### src/rtl/gpio_qual_pkg.sv
package gpio_qual_pkg;
  localparam int unsigned HIST_LEN  = 6;
  localparam int unsigned SHORT_WIN = 3;
  localparam int unsigned SYNC_LEN  = 2;
endpackage

### src/rtl/gpio_qual_sync.sv
module gpio_qual_sync #(
  parameter int unsigned WIDTH  = 32,
  parameter int unsigned STAGES = 2
) (
  input  logic             clk_i,
  input  logic             rst_ni,
  input  logic [WIDTH-1:0] d_i,
  output logic [WIDTH-1:0] q_o
);
  logic [STAGES-1:0][WIDTH-1:0] pipe_q;

  always_ff @(posedge clk_i or negedge rst_ni) begin
    if (!rst_ni) pipe_q <= '0;
    else         pipe_q <= {pipe_q[STAGES-2:0], d_i};
  end

  assign q_o = pipe_q[STAGES-1];
endmodule

### src/rtl/gpio_qual_timer.sv
module gpio_qual_timer #(
  parameter int unsigned PRD_W = 8
) (
  input  logic             clk_i,
  input  logic             rst_ni,
  input  logic             reload_i,
  input  logic [PRD_W-1:0] prd_i,
  output logic             strobe_o
);
  localparam int unsigned CNT_W = PRD_W + 1;

  logic [CNT_W-1:0] cnt_q;
  logic [CNT_W-1:0] term;

  // zero -> every clock, N -> 2N clocks
  assign term     = (prd_i == '0) ? '0 : ({prd_i, 1'b0} - CNT_W'(1));
  assign strobe_o = (cnt_q == term);

  always_ff @(posedge clk_i or negedge rst_ni) begin
    if (!rst_ni)       cnt_q <= '0;
    else if (reload_i) cnt_q <= '0;
    else if (strobe_o) cnt_q <= '0;
    else               cnt_q <= cnt_q + CNT_W'(1);
  end
endmodule

### src/rtl/gpio_qual_pin.sv
module gpio_qual_pin #(
  parameter int unsigned HIST_LEN  = 6,
  parameter int unsigned SHORT_WIN = 3
) (
  input  logic clk_i,
  input  logic rst_ni,
  input  logic strobe_i,
  input  logic level_i,
  input  logic win_long_i,
  output logic qual_o,
  output logic hist_lsb_o
);
  logic [HIST_LEN-1:0] hist_q;
  logic [HIST_LEN-1:0] hist_d;
  logic                agree;

  assign hist_d = {hist_q[HIST_LEN-2:0], level_i};

  always_comb begin
    if (win_long_i) agree = (&hist_d) | ~(|hist_d);
    else            agree = (&hist_d[SHORT_WIN-1:0]) | ~(|hist_d[SHORT_WIN-1:0]);
  end

  always_ff @(posedge clk_i or negedge rst_ni) begin
    if (!rst_ni) begin
      hist_q <= '0;
      qual_o <= 1'b0;
    end else if (strobe_i) begin
      hist_q <= hist_d;
      if (agree) qual_o <= hist_d[0];
    end
  end

  assign hist_lsb_o = hist_q[0];
endmodule

### src/rtl/gpio_qual_filter.sv
module gpio_qual_filter
  import gpio_qual_pkg::*;
#(
  parameter int unsigned NUM_PINS   = 32,
  parameter int unsigned GROUP_PINS = 8,
  parameter int unsigned PRD_W      = 8
) (
  input  logic                                     clk_i,
  input  logic                                     rst_ni,
  input  logic [NUM_PINS-1:0]                      pin_i,
  input  logic                                     ctrl_we_i,
  input  logic [NUM_PINS/GROUP_PINS-1:0]           ctrl_be_i,
  input  logic [(NUM_PINS/GROUP_PINS)*PRD_W-1:0]   ctrl_wdata_i,
  output logic [(NUM_PINS/GROUP_PINS)*PRD_W-1:0]   ctrl_rdata_o,
  input  logic [NUM_PINS-1:0]                      win_long_i,
  output logic [NUM_PINS-1:0]                      qual_o
);
  localparam int unsigned NUM_GROUPS = NUM_PINS / GROUP_PINS;

  logic [NUM_GROUPS-1:0][PRD_W-1:0] prd_q;
  logic [NUM_GROUPS-1:0]            field_wr;
  logic [NUM_GROUPS-1:0]            grp_strobe;
  logic [NUM_PINS-1:0]              pin_sync;
  logic [NUM_PINS-1:0]              hist_lsb;

  gpio_qual_sync #(
    .WIDTH (NUM_PINS),
    .STAGES(SYNC_LEN)
  ) u_sync (
    .clk_i (clk_i),
    .rst_ni(rst_ni),
    .d_i   (pin_i),
    .q_o   (pin_sync)
  );

  for (genvar g = 0; g < NUM_GROUPS; g++) begin : g_grp
    assign field_wr[g] = ctrl_we_i & ctrl_be_i[g];

    always_ff @(posedge clk_i or negedge rst_ni) begin
      if (!rst_ni)          prd_q[g] <= '0;
      else if (field_wr[g]) prd_q[g] <= ctrl_wdata_i[g*PRD_W +: PRD_W];
    end

    gpio_qual_timer #(
      .PRD_W(PRD_W)
    ) u_timer (
      .clk_i   (clk_i),
      .rst_ni  (rst_ni),
      .reload_i(field_wr[g]),
      .prd_i   (prd_q[g]),
      .strobe_o(grp_strobe[g])
    );

    for (genvar p = 0; p < GROUP_PINS; p++) begin : g_pin
      localparam int unsigned IDX = g * GROUP_PINS + p;
      gpio_qual_pin #(
        .HIST_LEN (HIST_LEN),
        .SHORT_WIN(SHORT_WIN)
      ) u_pin (
        .clk_i     (clk_i),
        .rst_ni    (rst_ni),
        .strobe_i  (grp_strobe[g]),
        .level_i   (pin_sync[IDX]),
        .win_long_i(win_long_i[IDX]),
        .qual_o    (qual_o[IDX]),
        .hist_lsb_o(hist_lsb[IDX])
      );
    end
  end

  assign ctrl_rdata_o = prd_q;
endmodule

### config.mk
export PLATFORM = sky130hd
export DESIGN_NAME = gpio_qual_filter
export DESIGN_NICKNAME = d
export VERILOG_FILES = /design/src/rtl/gpio_qual_pkg.sv /design/src/rtl/gpio_qual_sync.sv /design/src/rtl/gpio_qual_timer.sv /design/src/rtl/gpio_qual_pin.sv /design/src/rtl/gpio_qual_filter.sv
export SDC_FILE = /design/constraint.sdc
export NUM_CORES = 1
export LEC_CHECK = 0
export BUFFER_PORTS_ARGS = -buffer_cell sky130_fd_sc_hd__buf_2
export CELL_PAD_IN_SITES_DETAIL_PLACEMENT = 0
export CELL_PAD_IN_SITES_GLOBAL_PLACEMENT = 1
export CORE_AREA = 3 3 181 183
export DETAILED_ROUTE_END_ITERATION = 7
export DIE_AREA = 0 0 184 186
export GPL_TIMING_DRIVEN = 1
export MAX_ROUTING_LAYER = met4
export PLACE_DENSITY = 0.85
export SLEW_MARGIN = 25
export SYNTH_ARGS = -nofsm -noshare
export SYNTH_HDL_FRONTEND = slang
export SYNTH_HIERARCHICAL = 1
export SYNTH_SLANG_ARGS = --single-unit
### constraint.sdc
create_clock -name clk_i -period 3.9 [get_ports clk_i]
set_input_delay 0.585 -clock clk_i [delete_from_list [all_inputs] [get_ports clk_i]]
set_output_delay 0.585 -clock clk_i [all_outputs]
set_load 0.01 [all_outputs]
==> results of run 1 <==
==> power groups by stage <==
stage	Combinational [µW]	Clock, µW	Sequential (µW)
after global routing	1340	3710	4320
after global placement	1190	0	4290
after CTS	1220	3560	4250
final	1200	3450	4250
after floorplan	777	0	4240
after detailed placement	1220	0	4300
==> area by class of cell <==
cell class,instances,area (µm²)
Fill cell,2645,14300
Sequential cell,324,8110
Multi-Input combinational cell,712,6170
Clock buffer,55,1070
Timing Repair Buffer,180,1020
Tap cell,402,503
Clock inverter,8,148
Inverter,22,82.6
Antenna cell,1,2.50
==> cells in the mapped netlist (all sizes together), types with 6 or more instances <==
| cell type | n |
|---|---|
| o21ai | 16 |
| nor3 | 34 |
| buf | 70 |
| or4 | 8 |
| xor2 | 14 |
| nor3b | 6 |
| xnor2 | 22 |
| mux2 | 192 |
| o21a | 6 |
| a21o | 38 |
| nor4b | 36 |
| nand2 | 50 |
| nor2 | 14 |
| and3 | 12 |
| nand4 | 32 |
| or3 | 12 |
| ha | 8 |
| nand3 | 50 |
| inv | 22 |
| a31oi | 14 |
| a21oi | 48 |
| nor4 | 6 |
| a211oi | 6 |
| nand2b | 8 |
| o31ai | 38 |
| dfrtp | 324 |
==> per-stage QoR <==
stage | util | total power [µW] | worst slack, ps
6_report | 0.545 | 8890 | 500
3_5_place_dp | 0.506 | 5520 | 537
4_1_cts | 0.545 | 9040 | 509
2_1_floorplan | - | 5020 | 458
5_1_grt | 0.545 | 9370 | 326
3_3_place_gp | 0.506 | 5480 | 626
==> routing by layer <==
| metal | vias to the layer above | GRT usage | wire, µm |
|---|---|---|---|
| li1 | 4487 | - | - |
| met1 | 4508 | 0.207 | 11800 |
| met2 | 175 | 0.258 | 12600 |
| met3 | 46 | 0.0363 | 1430 |
| met4 | 0 | 0.0405 | 547 |
| met5 | - | - | 0 |
==> sequential cells by signal (all words and copies together), names as in the netlist <==
register,count
g_grp.u_timer/cnt_q,36
g_grp.g_pin.u_pin/qual_o,32
ctrl_rdata_o,32
u_sync/q_o,32
u_sync/pipe_q,32
g_grp.g_pin.u_pin/hist_q,160
==> critical path, delay by kind of cell (launching register included) <==
| kind | cells | cell delay, ps |
|---|---|---|
| AO/OA/AOI/OAI | 1 | 180 |
| adder cells (fa/ha/maj) | 1 | 260 |
| buffers and inverters | 2 | 350 |
| flip-flops | 1 | 450 |
| AND/OR/NAND/NOR | 7 | 2030 |
==> worst max path at each step <==
stage | depth (start not counted) | startpoint | slack, ps | end
6_report | 11 | ctrl_rdata_o[0] | 500 | g_grp[0].g_pin[0].u_pin/qual_o
5_1_grt | 11 | ctrl_rdata_o[0] | 330 | g_grp[0].g_pin[7].u_pin/qual_o
4_1_cts | 11 | ctrl_rdata_o[0] | 510 | g_grp[0].g_pin[0].u_pin/qual_o
3_5_place_dp | 11 | ctrl_rdata_o[0] | 540 | g_grp[0].g_pin[0].u_pin/qual_o
3_3_place_gp | 11 | ctrl_rdata_o[0] | 630 | g_grp[0].g_pin[7].u_pin/qual_o
2_1_floorplan | 11 | ctrl_rdata_o[0] | 460 | g_grp[0].g_pin[0].u_pin/qual_o
==> cell families after synthesis <==
family | after synthesis
flip-flops | 324
AND/OR/NAND/NOR | 278
AO/OA/AOI/OAI | 196
multiplexers | 192
buffers and inverters | 96
XOR/XNOR | 38
adder cells (fa/ha/maj) | 8
==> metrics.md, run 1 <==
| Metric | Value |
|---|---|
| CP arrival | 3790 ps |
| Reg2Reg Capture Point | g_grp[0].g_pin[0].u_pin/qual_o |
| WHS | 103 ps |
| WL final | 26400 µm |
| Fin area | 0.0171 mm² |
| CTS resizes | 0 |
| Slew margin rel. | 0.458 |
| Crit end category | flip-flop |
| Worst reg2reg startpoint | ctrl_rdata_o[0] |
| Compound-Gate Fraction of Synth Area | 0.0895 |
| Antenna violations before repair | 1 |
| Max Clk Rate | 294 MHz |
| Pin count of the biggest net entering global routing | 95 |
| Die Wd | 184 µm |
| Core Rows | 65 |
| Post-Synth XOR/XNOR Area | 0.0245 |
| Synth warnings | 6 |
| Net Switching | 2340 µW |
| Predominant post-synthesis flop cell | dfrtp_1 |
| RePlAce Congestion | 0.839 |
| Slew Limit Fails | 0 |
| Critical Path Source Type | flip-flop |
| Vias in the first global route | 9341 |
| Die height | 186 µm |
| Combinational power share | 0.135 |
| Worst-Skew Late Latency | 510 ps |
| Cell internal pwr | 6550 µW |
| R2r setup slk | 500 ps |
| WS Path Type | reg2reg |
| CP max FO | 56 |
| Num CTS Buffers | 36 |
| Count of cell types in the netlist | 54 |
| Postcts setup bufs | 0 |
| Most frequent cells in the layout | dfrtp_1 (324), mux2_2 (192), buf_2 (165) |
| RSZ-0062 raised after global routing | no |
| #FFs+latches synth | 324 |
| DRT Pass-1 Iters | 4 |
| Final Cycle Share | 0.872 |
| Switching Fraction | 0.263 |
| Yosys top cell area share | 0.540 |
| Via Count | 9216 |
| Cells taking the most area after synthesis | dfrtp_1 (54%), mux2_2 (14%), nor4b_4 (5.1%) |
| Clk root buf | clkbuf_16 |
| Setup-failing EPs final | 0 |
| Max incr delay on CP | 520 ps |
| Share of cells above drive strength 1 | 0.377 |
| Post-Synth Adder-Cell Area | 0.00667 |
| Simple-gate portion of the synthesized area | 0.146 |
| Worst Max-Slew Pin Slew | 806 ps |
| Cell-by-cell trace of the critical path | inv_1, ha_1, or4b_4, or4_1, and3_4, nor4_4, and3_2, buf_12, nor4b_4, nand2_1, a21o_1 |
| Fraction of registers with async set/reset | 1.00 |
| Slowest cell on crit path | or4b_4 |
| H-tree depth | 2 |
| Total GRT Usage | 0.160 |
| Routed len/inst | 15.5 µm |
| Synth area leader | dfrtp_1 |
| Hold-fix buffers, CTS | 0 |
| TNS Setup | 0 ps |
| Fin crit period | 3400 ps |
| Vias per cell | 5.41 |
| Number of synthesized flops with an enable pin | 0 |
| Sequential power share | 0.478 |
| VDD IR max | 439 µV |
| Clock sinks | 324 |
| Commonest non-fill, non-tap cell in the layout | dfrtp_1 |
| Synth-to-layout area growth | 14.0% |
| Placement Cell Area | 0.0159 mm² |
| CTS tree | done |
| Power per cell area | 520 mW/mm² |
| Clock transition at path regs | 60 ps |
| Leakage | 0.00749 µW |
| Cell Count Post-Placement | 1640 |
| Post-Syn Area | 0.0150 mm² |
| Status | complete, no violations |
| Die footprint | 0.0342 mm² |
| Port bufs | 166 |
| DRC | 0 |
| Iter 0 DRT Violations | 385 |
| Mean Syn Cell Area | 13.3 µm² |
| Max clock buf depth | 3 |
| Starting Density | 0.478 |
| Cells after synthesis | 1132 |
| Mux contribution to synthesized area | 0.144 |
| Final #Nets | 1387 |
| Max-cap check violation count | 0 |
| Register-to-Register Path Depth | 11 |
| Register area share after synthesis | 0.540 |
| First-pass GRT wire length | 44900 µm |
| Finished Layout Cells | 1704 |
| Hold Path Class | in2async |
| Antenna viol nets, final | 0 |
| Io pins | 167 |
| Critical Path RT | 4290 ps |
| Clock share of power | 0.388 |
| Final Hold Vio Count | 0 |
| DP Wirelength | 17700 µm |
| Grt ovf | 0 |
| Core footprint | 0.0314 mm² |
| Clock skew | 18.0 ps |
| Syn Nets | 1243 |
| Main combinational cell family by area after synthesis | simple AND/OR/NAND/NOR gates |
Note: power is estimated with default switching activity, not from simulation.
==> run 2, diff against run 1 <==
--- a/config.mk
+++ b/config.mk
@@ -8,12 +8,13 @@
 export BUFFER_PORTS_ARGS = -buffer_cell sky130_fd_sc_hd__buf_2
 export CELL_PAD_IN_SITES_DETAIL_PLACEMENT = 0
 export CELL_PAD_IN_SITES_GLOBAL_PLACEMENT = 1
-export CORE_AREA = 3 3 181 183
+export CORE_AREA = 3 3 171 173
+export CTS_BUF_LIST = sky130_fd_sc_hd__clkbuf_4 sky130_fd_sc_hd__clkbuf_8
 export DETAILED_ROUTE_END_ITERATION = 7
-export DIE_AREA = 0 0 184 186
+export DIE_AREA = 0 0 174 176
 export GPL_TIMING_DRIVEN = 1
 export MAX_ROUTING_LAYER = met4
-export PLACE_DENSITY = 0.85
+export PLACE_DENSITY = 0.93
 export SLEW_MARGIN = 25
 export SYNTH_ARGS = -nofsm -noshare
 export SYNTH_HDL_FRONTEND = slang
==> constraint.sdc (replaced) <==
create_clock -name clk_i -period 4.2 [get_ports clk_i]
set_input_delay 0.63 -clock clk_i [delete_from_list [all_inputs] [get_ports clk_i]]
set_output_delay 0.63 -clock clk_i [all_outputs]
set_load 0.01 [all_outputs]
==> run 2 against run 1 <==
Effect of this change:
- routed wire length up 1.4%
- die area decreased by 11%
- non-clock buffer count up 5
- core utilization grew 7.0 points
- count of clock-buffer cells in the layout increased by 31
- combinational power down 7%
- final area about the same
==> metrics.md, run 2 (same netlist as run 1, synthesis figures left out) <==
| Metric | Value |
|---|---|
| Die footprint | 0.0306 mm² (-11%) |
| TNS Setup | 0 ps (unchanged) |
| Postcts setup bufs | 0 (unchanged) |
| Status | complete, no violations |
| Core Rows | 61 (-6.2%) |
| Final #Nets | 1410 (+1.7%) |
| Clock skew | 12.9 ps (-5.09 ps) |
| Worst Max-Slew Pin Slew | 799 ps (-6.94 ps) |
| Cell Count Post-Placement | 1621 (-1.2%) |
| Crit end category | flip-flop |
| Vias in the first global route | 9816 (+5.1%) |
| Placement Cell Area | 0.0159 mm² (about the same) |
| Core footprint | 0.0278 mm² (-12%) |
| Clk root buf | clkbuf_8 |
| Fin area | 0.0171 mm² (about the same) |
| CTS resizes | 0 (unchanged) |
| # fillers | 2231 (-16%) |
| CTS tree | done |
| Slew Limit Fails | 0 (unchanged) |
| Max-cap check violation count | 0 (unchanged) |
| Clock transition at path regs | 60 ps (about the same) |
| Total GRT Usage | 0.184 (+0.0234) |
| Finished Layout Cells | 1723 (+1.1%) |
| Setup-failing EPs final | 0 (unchanged) |
| H-tree depth | 2 (unchanged) |
| Antenna viol nets, final | 0 (unchanged) |
| Pre-CTS setup slack | 731 ps (+195 ps) |
| Max clock buf depth | 3 (unchanged) |
| Commonest non-fill, non-tap cell in the layout | dfrtp_1 |
| DP Wirelength | 18100 µm (+1.8%) |
| Number of flip-flops under the largest register name | 160 (unchanged) |
| Slowest cell on crit path | or4b_4 |
| Most flops, register | g_grp.g_pin.u_pin/hist_q |
| Via Count | 9483 (+2.9%) |
| Starting Density | 0.540 (+0.0621) |
| Routed len/inst | 15.5 µm (+0.31%) |
| Antenna violations before repair | 4 (+3) |
| Synth-to-layout area growth | 13.9% (about the same) |
| Die height | 176 µm (-5.4%) |
| Grt ovf | 0 (unchanged) |
| CP arrival | 3950 ps (+160 ps) |
| Hold Path Class | in2async |
| CP max FO | 28 (-50%) |
| Share of cells above drive strength 1 | 0.403 (+0.0260) |
| WS Path Type | reg2reg |
| Port bufs | 166 (unchanged) |
| Biggest regs | g_grp.g_pin.u_pin/hist_q (160), g_grp.u_timer/cnt_q (36) |
| Num CTS Buffers | 54 (+50%) |
| Vias per cell | 5.50 (+1.8%) |
| Max Clk Rate | 287 MHz (-2.5%) |
| Final Cycle Share | 0.830 (-0.0415) |
| Hold-fix buffers, CTS | 0 (unchanged) |
| Final Hold Vio Count | 0 (unchanged) |
| WHS | 94.0 ps (-9.34 ps) |
| Max incr delay on CP | 520 ps (about the same) |
| Slew margin rel. | 0.467 (+0.00958) |
| Die Wd | 174 µm (-5.4%) |
| Critical Path RT | 4660 ps (+370 ps) |
| VDD IR max | 451 µV (+2.7%) |
| Critical Path Source Type | flip-flop |
| Worst-Skew Late Latency | 570 ps (+60 ps) |
| First-pass GRT wire length | 46500 µm (+3.5%) |
| RePlAce Congestion | 0.845 (+0.78%) |
| DRT Pass-1 Iters | 4 (unchanged) |
| Most frequent cells in the layout | dfrtp_1 (324), mux2_2 (192), buf_2 (165) |
| Leakage | 0.00756 µW (+0.88%) |
| Cell-by-cell trace of the critical path | inv_1, ha_1, or4b_4, or4_1, and3_4, nor4_4, and3_2, buf_12, nor4b_4, nand2_1, a21o_1 |
| Clock sinks | 324 (unchanged) |
| Io pins | 167 (unchanged) |
| Iter 0 DRT Violations | 657 (+71%) |
| Power per cell area | 470 mW/mm² (-9.7%) |
| RSZ-0062 raised after global routing | no |
| R2r setup slk | 710 ps (+210 ps) |
| WL final | 26800 µm (+1.4%) |
| Pin count of the biggest net entering global routing | 109 (+15%) |
| Final Worst Setup Slack | 712 ps (+213 ps) |
| DRC | 0 (unchanged) |
| Fin crit period | 3490 ps (+87.5 ps) |
[run 2: changes by cell type in the layout (fill, tap and decap cells not counted)]
cell,previous run,this run
clkbuf_1,10,0
buf_4,8,14
clkinvlp_4,0,1
inv_6,2,0
clkinv_2,2,9
bufinv_16,4,1
inv_8,0,1
clkbuf_8,8,74
buf_12,6,5
clkbuf_16,37,0
clkbuf_4,0,12
diode_2,1,4
[run 2: worst paths after layout]
path                                   startpoint                                 to  depth (start not counted)
min in group clk_i                      pin_i[21]                  u_sync/pipe_q[21]                          1
worst min-delay path                       rst_ni                   ctrl_rdata_o[11]                          1
max in group asynchronous                  rst_ni  g_grp[2].g_pin[5].u_pin/hist_q[0]                          2
worst max register to register    ctrl_rdata_o[8]     g_grp[1].g_pin[4].u_pin/qual_o                         11
worst max-delay path              ctrl_rdata_o[8]     g_grp[1].g_pin[4].u_pin/qual_o                         11
worst min register to register  u_sync/pipe_q[14]                     u_sync/q_o[14]                          0
[run 2: layout make-up]
| cell class | count | area [µm²] | share of cell area |
|---|---|---|---|
| sequential | 324 | 8110 | 0.474 |
| multi-input combinational | 712 | 6170 | 0.361 |
| clock buffer | 86 | 1110 | 0.0649 |
| timing repair buffer | 185 | 1050 | 0.0612 |
| tap | 378 | 473 | 0.0277 |
| clock inverter | 12 | 93.8 | 0.00549 |
| inverter | 22 | 82.6 | 0.00483 |
| antenna | 4 | 10.0 | 0.000586 |
[run 2: report_power, final]
part / internal (µW) / leakage [µW] / switching [µW]
clock network: 1740 / 0.000643 / 1220
registers: 3490 / 0.00413 / 455
logic: 586 / 0.00279 / 534
total: 5810 / 0.00756 / 2210
[run 2: through the flow]
| stage | total power [µW] | util |
|---|---|---|
| 3_5_place_dp | 5130 | 0.572 |
| 2_1_floorplan | 4660 | - |
| 5_1_grt | 8480 | 0.615 |
| 6_report | 8020 | 0.615 |
| 4_1_cts | 8160 | 0.615 |
| 3_3_place_gp | 5080 | 0.572 |
[run 2: worst max-delay path: cells and delay by family, from the launching register on]
family	cells	cell delay [ps]
buffers and inverters	2	310
adders and majority gates	1	250
AOI/OAI and AO/OA	1	170
and+or+nand+nor	7	2170
DFF	1	440
[run 2: metal layers]
metal,vias to the layer above,global-route usage,wire (µm)
met3,52,0.0447,1540
met2,189,0.293,12900
li1,4542,-,-
met5,-,-,0
met1,4700,0.235,11800
met4,0,0.0556,527
==> run 3, diff against run 2 <==
--- a/config.mk
+++ b/config.mk
@@ -5,16 +5,17 @@
 export SDC_FILE = /design/constraint.sdc
 export NUM_CORES = 1
 export LEC_CHECK = 0
+export ABC_AREA = 1
 export BUFFER_PORTS_ARGS = -buffer_cell sky130_fd_sc_hd__buf_2
 export CELL_PAD_IN_SITES_DETAIL_PLACEMENT = 0
 export CELL_PAD_IN_SITES_GLOBAL_PLACEMENT = 1
-export CORE_AREA = 3 3 171 173
+export CORE_AREA = 3 3 188 190
 export CTS_BUF_LIST = sky130_fd_sc_hd__clkbuf_4 sky130_fd_sc_hd__clkbuf_8
 export DETAILED_ROUTE_END_ITERATION = 7
-export DIE_AREA = 0 0 174 176
+export DIE_AREA = 0 0 191 193
 export GPL_TIMING_DRIVEN = 1
 export MAX_ROUTING_LAYER = met4
-export PLACE_DENSITY = 0.93
+export PLACE_DENSITY = 0.88
 export SLEW_MARGIN = 25
 export SYNTH_ARGS = -nofsm -noshare
 export SYNTH_HDL_FRONTEND = slang
==> constraint.sdc (replaced) <==
create_clock -name clk_i -period 3.6 [get_ports clk_i]
set_input_delay 0.54 -clock clk_i [delete_from_list [all_inputs] [get_ports clk_i]]
set_output_delay 0.54 -clock clk_i [all_outputs]
set_load 0.01 [all_outputs]
==> run 3 against run 2 <==
Effect of this change:
- critical endpoint is now g_grp[2].g_pin[6].u_pin/qual_o
- power grew 14%
- sequential share of layout area down 3.1 points
- combinational power up 19%
- via count up 29%
- synthesized cell count up 66%
- cell count is 51% higher
- fmax rose by 30%
==> metrics.md, run 3 <==
| Metric | Value |
|---|---|
| Status | complete, no violations |
| VDD IR max | 280 µV (-38%) |
| Number of synthesized flops with an enable pin | 0 (unchanged) |
| Register area | 0.00811 mm² (unchanged) |
| Cell internal pwr | 6420 µW (+10%) |
| Mean Syn Cell Area | 8.23 µm² (-38%) |
| Fraction of registers with async set/reset | 1.00 (unchanged) |
| Core footprint | 0.0336 mm² (+21%) |
| CP arrival | 3200 ps (-750 ps) |
| Power per cell area | 499 mW/mm² (+6.2%) |
| Leakage | 0.00935 µW (+24%) |
| M1 wire length | 14300 µm (+21%) |
| Antenna viol nets, final | 0 (unchanged) |
| Syn Nets | 1995 (+60%) |
| Clock sinks | 324 (unchanged) |
| RePlAce Congestion | 0.841 (-0.45%) |
| Pre-CTS setup slack | 942 ps (+211 ps) |
| Port bufs | 166 (unchanged) |
| CTS tree | done |
| Hold Path Class | in2reg |
| WHS | 143 ps (+49.0 ps) |
| Met3 wire length | 1440 µm (-6.7%) |
| Max-cap check violation count | 0 (unchanged) |
| Net Switching | 2690 µW (+22%) |
| Cells taking the most area after synthesis | dfrtp_1 (52%), nand2_1 (16%), inv_1 (5.5%) |
| Iter 0 DRT Violations | 518 (-21%) |
| Synth-to-layout area growth | 17.9% |
| Top Metal Used | met4 |
| # fillers | 3114 (+40%) |
| Worst-Skew Late Latency | 630 ps (+60 ps) |
| Slew Limit Fails | 0 (unchanged) |
| Hold-fix buffers, CTS | 33 (+33) |
| Max clock buf depth | 3 (unchanged) |
| Clk root buf | clkbuf_8 |
| Combinational power share | 0.146 (+0.006) |
| Io pins | 167 (unchanged) |
| Core Rows | 67 (+9.8%) |
| Final Worst Setup Slack | 921 ps (+209 ps) |
| Post-Syn Area | 0.0155 mm² (+3.3%) |
| Total GRT Usage | 0.181 (-0.00249) |
| Synth warnings | 6 (unchanged) |
| Synth area leader | dfrtp_1 |
| Final Cycle Share | 0.744 (-0.0863) |
| First-pass GRT wire length | 54600 µm (+17%) |
| #FFs+latches synth | 324 (unchanged) |
| Critical Path Source Type | flip-flop |
| Most flops, register | g_grp.g_pin.u_pin/hist_q |
| Worst Max-Slew Pin Slew | 696 ps (-104 ps) |
| Critical Path RT | 4120 ps (-540 ps) |
| Biggest regs | g_grp.g_pin.u_pin/hist_q (160), g_grp.u_timer/cnt_q (36) |
| WS Path Type | reg2reg |
| Finished Layout Cells | 2600 (+51%) |
| Most frequent cells in the layout | nand2_1 (666), dfrtp_1 (324), inv_1 (226) |
| Final Hold Vio Count | 0 (unchanged) |
| Crit end category | flip-flop |
| Die footprint | 0.0369 mm² (+20%) |
| Routed len/inst | 12.0 µm (-23%) |
| Clock skew | 28.3 ps (+15.5 ps) |
| Number of flip-flops under the largest register name | 160 (unchanged) |
| Predominant post-synthesis flop cell | dfrtp_1 |
| CTS resizes | 0 (unchanged) |
| Final #Nets | 2223 (+58%) |
| Slew margin rel. | 0.536 (+0.0691) |
| DRC | 0 (unchanged) |
| WL final | 31300 µm (+17%) |
| Pin count of the biggest net entering global routing | 88 (-19%) |
| Share of cells above drive strength 1 | 0.227 (-0.176) |
| Switching Fraction | 0.295 (+0.0196) |
| Sequential power share | 0.485 (-0.007) |
| TNS Setup | 0 ps (unchanged) |
| Clock share of power | 0.369 (about the same) |
| Grt ovf | 0 (unchanged) |
| CP max FO | 64 (+130%) |
| Synth cell count leaders | nand2_1 (666), dfrtp_1 (324), inv_1 (226), o21ai_0 (156), nand3_1 (152) |
| Count leader, synth | nand2_1 |
| Clock transition at path regs | 60 ps (about the same) |
| Setup-failing EPs final | 0 (unchanged) |
| Register area share after synthesis | 0.523 (-0.0172) |
| Die Wd | 191 µm (+9.8%) |
| DRT Pass-1 Iters | 5 (+1) |
| Vias in the first global route | 12100 (+23%) |
| Cell Count Post-Placement | 2468 (+52%) |
| Commonest non-fill, non-tap cell in the layout | nand2_1 |
| Cells after synthesis | 1884 (+66%) |
| RSZ-0062 raised after global routing | no |
| Die height | 193 µm (+9.7%) |
| Tot Pwr | 9110 µW (+14%) |
| Antenna violations before repair | 2 (-2) |
| Count of cell types in the netlist | 33 (-39%) |
| Via Count | 12300 (+29%) |
| H-tree depth | 2 (unchanged) |
| Num CTS Buffers | 57 (+5.6%) |
| DP Wirelength | 22100 µm (+22%) |
| Postcts setup bufs | 0 (unchanged) |
| Vias per cell | 4.72 (-14%) |
| Fin crit period | 2680 ps (-809 ps) |
| Yosys top cell area share | 0.523 (-0.0172) |
| Multi-input gate area | 0.00605 mm² (-1.9%) |
| Met2 wire len | 14800 µm (+14%) |
| Max Clk Rate | 373 MHz (+30%) |
| Starting Density | 0.461 (-0.0791) |
run 3: cell types whose count changed in the layout (fill, tap and decap cells not counted), sizes merged, moves of 14 or more:
cell,before,now
o21ai,16,164
inv,23,274
dlygate4sd3,0,33
nand2,50,718
nand3,50,162
mux2,192,0
xnor2,22,0
o31ai,38,2
nand4,32,18
a31oi,14,0
nor2,14,92
a21oi,48,30
a21o,38,0
nor4b,36,0
run 3: per-stage QoR:
step | util | instance area, µm²
final | 0.544 | 18300
after floorplan | - | 15500
after detailed placement | 0.500 | 16800
after CTS | 0.543 | 18300
after global placement | 0.500 | 16800
after global routing | 0.543 | 18300
run 3: cell type report:
class / instances / share of cell area
Sequential cell: 324 / 0.444
Multi-Input combinational cell: 1244 / 0.331
Timing Repair Buffer: 211 / 0.0752
Clock buffer: 86 / 0.0590
Inverter: 274 / 0.0566
Tap cell: 448 / 0.0307
Clock inverter: 10 / 0.00342
Antenna cell: 3 / 0.000411
run 3: power by group through the flow:
stage / combinational (µW) / sequential (µW) / clock (µW)
floorplan: 976 / 4380 / 0
global placement: 1290 / 4460 / 0
detailed placement: 1320 / 4470 / 0
CTS: 1360 / 4420 / 3510
global route: 1550 / 4470 / 3670
finish: 1330 / 4420 / 3360
run 3: final timing paths:
check	from	to	slack, ps	depth (start not counted)
max in group asynchronous	rst_ni	g_grp[3].g_pin[6].u_pin/hist_q[2]	2230	3
min in group asynchronous	rst_ni	g_grp[2].g_pin[6].u_pin/qual_o	520	2
hold / removal	ctrl_wdata_i[22]	ctrl_rdata_o[22]	140	3
hold reg to reg	u_sync/pipe_q[0]	u_sync/q_o[0]	330	0
setup / recovery	ctrl_rdata_o[16]	g_grp[2].g_pin[6].u_pin/qual_o	920	14
setup reg to reg	ctrl_rdata_o[16]	g_grp[2].g_pin[6].u_pin/qual_o	920	14
run 3: kinds of logic (layout without fill, tap and decap cells):
group	after synthesis	count (layout)	share of synthesized area
AO/OA/AOI/OAI	198	198	0.0646
XOR/XNOR	4	4	0.00323
adder cells (fa/ha/maj)	8	8	0.00646
buffers and inverters	316	581	0.0870
flip-flops	324	324	0.523
other	0	3	0
AND/OR/NAND/NOR	1034	1034	0.316
run 3: critical path, stage by stage, from the launching register on:
cell	delay, ps
dfrtp_1	410
inv_1	150
ha_1	290
nand2_4	90
inv_4	90
nand2_8	70
nand3_1	150
xor2_2	410
and2_2	250
buf_12	260
inv_2	90
nor3_2	110
nand2_1	70
nand2_1	50
nand2_1	50
run 3: metal layers:
metal,up-vias,track usage
li1,6337,-
met1,5679,0.226
met2,183,0.293
met3,68,0.0425
met4,0,0.0604
met5,-,-
